### src/rtl/pwm_ca_pkg.sv
package pwm_ca_pkg;
   typedef enum logic {
      HALF_FALL = 1'b0,
      HALF_RISE = 1'b1
   } half_e;
endpackage

### src/rtl/pwm_ca_shadow.sv
module pwm_ca_shadow #(
   parameter int CNT_W = 12
) (
   input  logic             clk,
   input  logic             rst_n,
   input  logic             load,
   input  logic [CNT_W-1:0] in_period,
   input  logic [CNT_W-1:0] in_duty,
   input  logic [CNT_W-1:0] in_dead,
   output logic [CNT_W-1:0] sh_period,
   output logic [CNT_W-1:0] sh_duty,
   output logic [CNT_W-1:0] sh_dead
);
   always_ff @(posedge clk) begin
      if (!rst_n) begin
         sh_period <= '0;
         sh_duty   <= '0;
         sh_dead   <= '0;
      end else if (load) begin
         sh_period <= in_period;
         sh_duty   <= in_duty;
         sh_dead   <= in_dead;
      end
   end
endmodule

### src/rtl/pwm_ca_ontime.sv
module pwm_ca_ontime #(
   parameter int CNT_W = 12
) (
   input  logic [CNT_W-1:0] period,
   input  logic [CNT_W-1:0] duty,
   input  logic [CNT_W-1:0] dead,
   output logic [CNT_W-1:0] half_len,
   output logic [CNT_W-1:0] on_hi,
   output logic [CNT_W-1:0] on_lo
);
   localparam int EW = CNT_W + 2;

   logic signed [EW-1:0] half_s, quart_s, duty_s, dead_s;
   logic [CNT_W-1:0]     on_t [2];

   assign half_len = period >> 1;
   assign half_s   = signed'({2'b00, half_len});
   assign quart_s  = signed'({3'b000, half_len[CNT_W-1:1]});
   assign duty_s   = signed'({{2{duty[CNT_W-1]}}, duty});
   assign dead_s   = signed'({2'b00, dead});

   // side 0 = high side (duty added), side 1 = low side (duty subtracted)
   for (genvar s = 0; s < 2; s++) begin : g_side
      logic signed [EW-1:0] raw;
      assign raw = (s == 0) ? (quart_s + duty_s - dead_s)
                            : (quart_s - duty_s - dead_s);
      always_comb begin
         if (raw < 0)
            on_t[s] = '0;
         else if (raw > half_s)
            on_t[s] = half_len;
         else
            on_t[s] = raw[CNT_W-1:0];
      end
   end

   assign on_hi = on_t[0];
   assign on_lo = on_t[1];
endmodule

### src/rtl/pwm_ca_core.sv
module pwm_ca_core
   import pwm_ca_pkg::*;
#(
   parameter int CNT_W = 12
) (
   input  logic             clk,
   input  logic             rst_n,
   input  logic             dbl,
   input  logic [CNT_W-1:0] nx_half,
   input  logic [CNT_W-1:0] nx_on_hi,
   input  logic [CNT_W-1:0] nx_on_lo,
   output logic [CNT_W-1:0] cnt,
   output logic [CNT_W-1:0] half_act,
   output logic [CNT_W-1:0] on_hi_act,
   output logic [CNT_W-1:0] on_lo_act,
   output half_e            phase,
   output logic             run
);
   logic at_end, at_mid;

   assign run    = (half_act != '0);
   assign at_end = run && (phase == HALF_RISE) && (cnt == half_act - 1'b1);
   assign at_mid = run && (phase == HALF_FALL) && (cnt == '0);

   always_ff @(posedge clk) begin
      if (!rst_n) begin
         cnt       <= '0;
         half_act  <= '0;
         on_hi_act <= '0;
         on_lo_act <= '0;
         phase     <= HALF_FALL;
      end else if (!run || at_end) begin
         half_act  <= nx_half;
         on_hi_act <= nx_on_hi;
         on_lo_act <= nx_on_lo;
         cnt       <= (nx_half == '0) ? '0 : nx_half - 1'b1;
         phase     <= HALF_FALL;
      end else if (at_mid) begin
         phase <= HALF_RISE;
         cnt   <= '0;
         if (dbl) begin
            half_act  <= nx_half;
            on_hi_act <= nx_on_hi;
            on_lo_act <= nx_on_lo;
         end
      end else if (phase == HALF_FALL) begin
         cnt <= cnt - 1'b1;
      end else begin
         cnt <= cnt + 1'b1;
      end
   end
endmodule

### src/rtl/pwm_ca_outdec.sv
module pwm_ca_outdec #(
   parameter int CNT_W   = 12,
   parameter bit OUT_REG = 1'b0
) (
   input  logic             clk,
   input  logic             rst_n,
   input  logic             run,
   input  logic [CNT_W-1:0] cnt,
   input  logic [CNT_W-1:0] half_len,
   input  logic [CNT_W-1:0] on_hi,
   input  logic [CNT_W-1:0] on_lo,
   output logic             hi_n,
   output logic             lo_n
);
   logic hi_on, lo_on;

   assign hi_on = run && (cnt < on_hi);
   assign lo_on = run && (cnt >= half_len - on_lo);

   if (OUT_REG) begin : g_reg
      always_ff @(posedge clk) begin
         if (!rst_n) begin
            hi_n <= 1'b1;
            lo_n <= 1'b1;
         end else begin
            hi_n <= !hi_on;
            lo_n <= !lo_on;
         end
      end
   end else begin : g_comb
      logic unused_ok;
      assign unused_ok = clk ^ rst_n;
      assign hi_n = !hi_on;
      assign lo_n = !lo_on;
   end
endmodule

### src/rtl/pwm_ca_gen.sv
module pwm_ca_gen
   import pwm_ca_pkg::*;
#(
   parameter int CNT_W   = 12,
   parameter bit OUT_REG = 1'b0
) (
   input  logic             clk,
   input  logic             rst_n,
   input  logic             cfg_load,
   input  logic [CNT_W-1:0] cfg_period,
   input  logic [CNT_W-1:0] cfg_duty,
   input  logic [CNT_W-1:0] cfg_dead,
   input  logic             dbl_upd,
   output logic             pwm_hi_n,
   output logic             pwm_lo_n
);
   if (CNT_W < 4) begin : g_bad_width
      $error("pwm_ca_gen: CNT_W must be at least 4");
   end

   logic [CNT_W-1:0] sh_period, sh_duty, sh_dead;
   logic [CNT_W-1:0] nx_half, nx_on_hi, nx_on_lo;
   logic [CNT_W-1:0] cnt, half_act, on_hi_act, on_lo_act;
   half_e            phase;
   logic             run;

   pwm_ca_shadow #(.CNT_W(CNT_W)) u_shadow (
      .clk(clk), .rst_n(rst_n), .load(cfg_load),
      .in_period(cfg_period), .in_duty(cfg_duty), .in_dead(cfg_dead),
      .sh_period(sh_period), .sh_duty(sh_duty), .sh_dead(sh_dead)
   );

   pwm_ca_ontime #(.CNT_W(CNT_W)) u_ontime (
      .period(sh_period), .duty(sh_duty), .dead(sh_dead),
      .half_len(nx_half), .on_hi(nx_on_hi), .on_lo(nx_on_lo)
   );

   pwm_ca_core #(.CNT_W(CNT_W)) u_core (
      .clk(clk), .rst_n(rst_n), .dbl(dbl_upd),
      .nx_half(nx_half), .nx_on_hi(nx_on_hi), .nx_on_lo(nx_on_lo),
      .cnt(cnt), .half_act(half_act), .on_hi_act(on_hi_act),
      .on_lo_act(on_lo_act), .phase(phase), .run(run)
   );

   pwm_ca_outdec #(.CNT_W(CNT_W), .OUT_REG(OUT_REG)) u_outdec (
      .clk(clk), .rst_n(rst_n), .run(run), .cnt(cnt), .half_len(half_act),
      .on_hi(on_hi_act), .on_lo(on_lo_act),
      .hi_n(pwm_hi_n), .lo_n(pwm_lo_n)
   );
endmodule

### config.mk
export PLATFORM = sky130hd
export DESIGN_NAME = pwm_ca_gen
export DESIGN_NICKNAME = d
export VERILOG_FILES = /design/src/rtl/pwm_ca_pkg.sv /design/src/rtl/pwm_ca_shadow.sv /design/src/rtl/pwm_ca_ontime.sv /design/src/rtl/pwm_ca_core.sv /design/src/rtl/pwm_ca_outdec.sv /design/src/rtl/pwm_ca_gen.sv
export SDC_FILE = /design/constraint.sdc
export NUM_CORES = 1
export LEC_CHECK = 0
export ABC_AREA = 1
export CORE_MARGIN = 4
export CORE_UTILIZATION = 40
export DETAILED_ROUTE_END_ITERATION = 6
export PLACE_DENSITY = 0.56
export SKIP_CTS_REPAIR_TIMING = 1
export SLEW_MARGIN = 20
export SYNTH_ARGS = -nofsm -noshare
export SYNTH_HDL_FRONTEND = slang
export SYNTH_SLANG_ARGS = --single-unit
### constraint.sdc
create_clock -name clk -period 3.8 [get_ports clk]
set_input_delay 0.76 -clock clk [delete_from_list [all_inputs] [get_ports clk]]
set_output_delay 0.76 -clock clk [all_outputs]
set_load 0.1 [all_outputs]
==> results of run 1 <==
[cells by family after synthesis]
kind of cell	share of synthesized area [%]
DFF	21.4
xor gates and xnor gates	4.97
and+or+nand+nor	25.5
adders and majority gates	22.2
buffers and inverters	11.4
AOI/OAI and AO/OA	14.6
[state kept, by name, indices dropped and copies added, names as in the netlist]
name	flops
u_core.on_lo_act	12
u_core.cnt	12
u_shadow.sh_period	11
u_core.half_act	11
u_shadow.sh_dead	12
u_shadow.sh_duty	12
u_core.on_hi_act	12
u_core.phase	1
[power breakdown]
group	switching, mW	internal [mW]
Sequential	0.250	1.07
Combinational	3.49	2.48
Clock	0.385	0.531
Total	4.12	4.08
[layout by cell type, fill, tap and decap left out, drive strengths merged, types with 9 or more instances in the layout]
master         synthesis  routed
a21oi                114     114
buf                   15      88
clkbuf                16      11
clkdlybuf4s50          0      38
dfxtp                 83      83
fa                    22      22
ha                   102     102
inv                  187     190
nand2                215     215
nand3                 80      80
nand4                 23      23
nor2                 133     133
nor3                   9       9
o21ai                 79      79
xnor2                 16      16
xor2                  28      28
[metal layers]
layer	share of wire (%)	global-route usage, %
met5	0	0
met4	2.4	6.24
met2	47	33.1
met3	3.0	2.87
met1	47	25.7
[final cells by class]
| type | count | share of cell area, % |
|---|---|---|
| multi-input cells | 852 | 57.7 |
| flip-flops and latches | 83 | 17.3 |
| clock inverters | 5 | 0.621 |
| repair buffers | 126 | 11.2 |
| clock buffers | 11 | 2.51 |
| inverters | 189 | 7.36 |
| well taps | 260 | 3.36 |
[worst max path at each step]
stage / slack [ps] / from / endpoint
CTS: -390 / u_shadow.sh_duty[0] / u_core.on_lo_act[9]
finish: -160 / u_shadow.sh_dead[0] / u_core.on_lo_act[0]
detailed placement: -360 / u_shadow.sh_duty[0] / u_core.on_lo_act[9]
global route: -410 / u_shadow.sh_dead[0] / u_core.on_lo_act[0]
global placement: -280 / u_shadow.sh_duty[0] / u_core.on_lo_act[10]
floorplan: 40 / u_shadow.sh_duty[0] / u_core.on_lo_act[4]
[metrics by stage]
stage               utilization (%)  TNS, ps  cells  power, mW  setup WS (ps)
floorplan                         -        0   1155       5.55           38.0
global placement               46.8    -2980   1494       6.78           -277
detailed placement             46.8    -3860   1494       6.85           -362
CTS                            48.4    -4720   1510       7.80           -390
global route                   51.2    -4700   1526       9.16           -409
finish                         51.2    -1520   1526       8.20           -159
[worst register-to-register path, stage by stage, from the launching register on]
cell	delay [ps]
dfxtp_2	330
inv_2	40
fa_1	550
ha_2	200
inv_2	40
nand2_2	60
inv_2	40
fa_2	410
nand3b_1	190
nand2_2	130
a21oi_4	70
o21ai_2	160
xnor2_1	160
inv_1	100
ha_4	280
nand2_4	50
o21a_1	160
nand2_1	60
nand2_1	50
nand2_1	70
nand2_2	60
nand3_4	110
buf_6	150
nand3_2	60
nand2_1	90
nor2_1	40
nor2_1	110
nor2_1	40
==> results.sh, run 1 <==
export IMPL_status="complete, but fails checks"
export IMPL_violations="setup timing"
export IMPL_drv_slew=0
export IMPL_hold_viol=0
export IMPL_crit_arrival_ps=4180
export IMPL_synthArstFlopShare_pct=0
export IMPL_maxSlewHeadroom_pct=55.2
export IMPL_cp_common_cell="nand2_1"
export IMPL_final_area_um2=9680
export IMPL_grt_pass1_vias=6864
export IMPL_start_util_pct=41.0
export IMPL_rsz0062_at_grt="true"
export IMPL_worst_r2r_cell_count=27
export IMPL_fin_ws_ps=-159
export IMPL_grt_use_total_pct=19.5
export IMPL_period_needed_ps=3960
export IMPL_n_antenna_cell=0
export IMPL_place_area_um2=8850
export IMPL_synth_cells=1155
export IMPL_slowest_stage="fa_1"
export IMPL_hold_end="u_core.on_hi_act[11]"
export IMPL_seq_area_um2=1670
export IMPL_drc=0
export IMPL_htreeDepth=3
export IMPL_die_w_um=147
export IMPL_wl_per_cell_um=14.1
export IMPL_clk_path_buf_depth=2
export IMPL_synth_common_cells="nand2_1, inv_1, nor2_1, a21oi_1, ha_1"
export IMPL_critPathKind="reg -> reg"
export IMPL_fillers=1948
export IMPL_worst_endpoint_required_ps=4020
export IMPL_clk_latency_ps=350
export IMPL_port_buffers=40
export IMPL_cp_num_cells=27
export IMPL_grt_max_degree=62
export IMPL_fin_crit_sh_pct=104
export IMPL_cts_sinks=83
export IMPL_layout_drive_gt1_share_pct=15.5
export IMPL_cp_end_kind="flip-flop"
export IMPL_seq_area_frac_synth_pct=21.4
export IMPL_whs_ps=458
export IMPL_synth_warnings=0
export IMPL_avgSynthCellArea_um2=6.71
export IMPL_cp_slowest_stage_delay_ps=550
export IMPL_path_max_fanout=6
export IMPL_max_freq_mhz=253
export IMPL_wl_mm=21.5
export IMPL_path_buf_inv=5
export IMPL_postRouteAntennaNets=0
export IMPL_synthFlopType="dfxtp_1"
export IMPL_vias=7382
export IMPL_synth_largest_area_cell="dfxtp_1"
export IMPL_post_drt_via_cell_ratio=4.84
export IMPL_gp_congestion=0.937
export IMPL_clk_pin_slew_ps=60
export IMPL_min_delay_path_depth=2
export IMPL_peakVddDrop_uv=355
export IMPL_hpwl_mm=16.8
export IMPL_rows=50
export IMPL_firstDrtPassIters=5
export IMPL_nNetsFinal=1425
export IMPL_antenna_found_initial=0
export IMPL_cts_tree="done"
export IMPL_die_h_um=147
export IMPL_reg2reg_to="u_core.on_lo_act[0]"
export IMPL_synth_edf_count=0
export IMPL_cp_start_kind="flip-flop"
export IMPL_synthTopCellsByArea="dfxtp_1, ha_1, nand2_1, inv_1, a21oi_1"
export IMPL_setup_viol=12
export IMPL_synth_cell_types=40
export IMPL_worstHoldStart="u_core.on_hi_act[11]"
export IMPL_multiInputGateArea_um2=5580
export IMPL_tightest_slew_ps=671
export IMPL_numCtsBuffers=9
export IMPL_maxCapViolations=0
export IMPL_synth_area_um2=7750
export IMPL_ys_seq_elements=83
export IMPL_r2r_slack_ps=-160
export IMPL_powerDensity_nw_per_um2=848
export IMPL_cp_top_family="adder cells"
export IMPL_yosysTopAreaCellShare_pct=21.4
export IMPL_cts_root_buf="clkbuf_16"
export IMPL_area_delta_synth_final_pct=24.9
export IMPL_drtIter0Drc=373
export IMPL_core_um2=18900
export IMPL_die_area_um2=21700
export IMPL_grt_ovfl_total=0
export IMPL_min_path_type="reg -> reg"
export IMPL_p_leak_nw=4.70
export IMPL_grt_pass1_wl_mm=34.3
export IMPL_synth_nets=1319
export IMPL_yosysMostFrequentCell="nand2_1"
export IMPL_io_pins=42
export IMPL_finClkSkew_ps=11.6
export IMPL_worst_r2r_startpoint="u_shadow.sh_dead[0]"
Note: power is estimated with default switching activity, not from simulation.
==> run 2, diff against run 1 <==
--- a/config.mk
+++ b/config.mk
@@ -6,6 +6,7 @@
 export NUM_CORES = 1
 export LEC_CHECK = 0
 export ABC_AREA = 1
+export CAP_MARGIN = 15
 export CORE_MARGIN = 4
 export CORE_UTILIZATION = 40
 export DETAILED_ROUTE_END_ITERATION = 6
==> results of run 2 <==
Same layout as run 1: the final DEF is identical, and so are final timing and power.
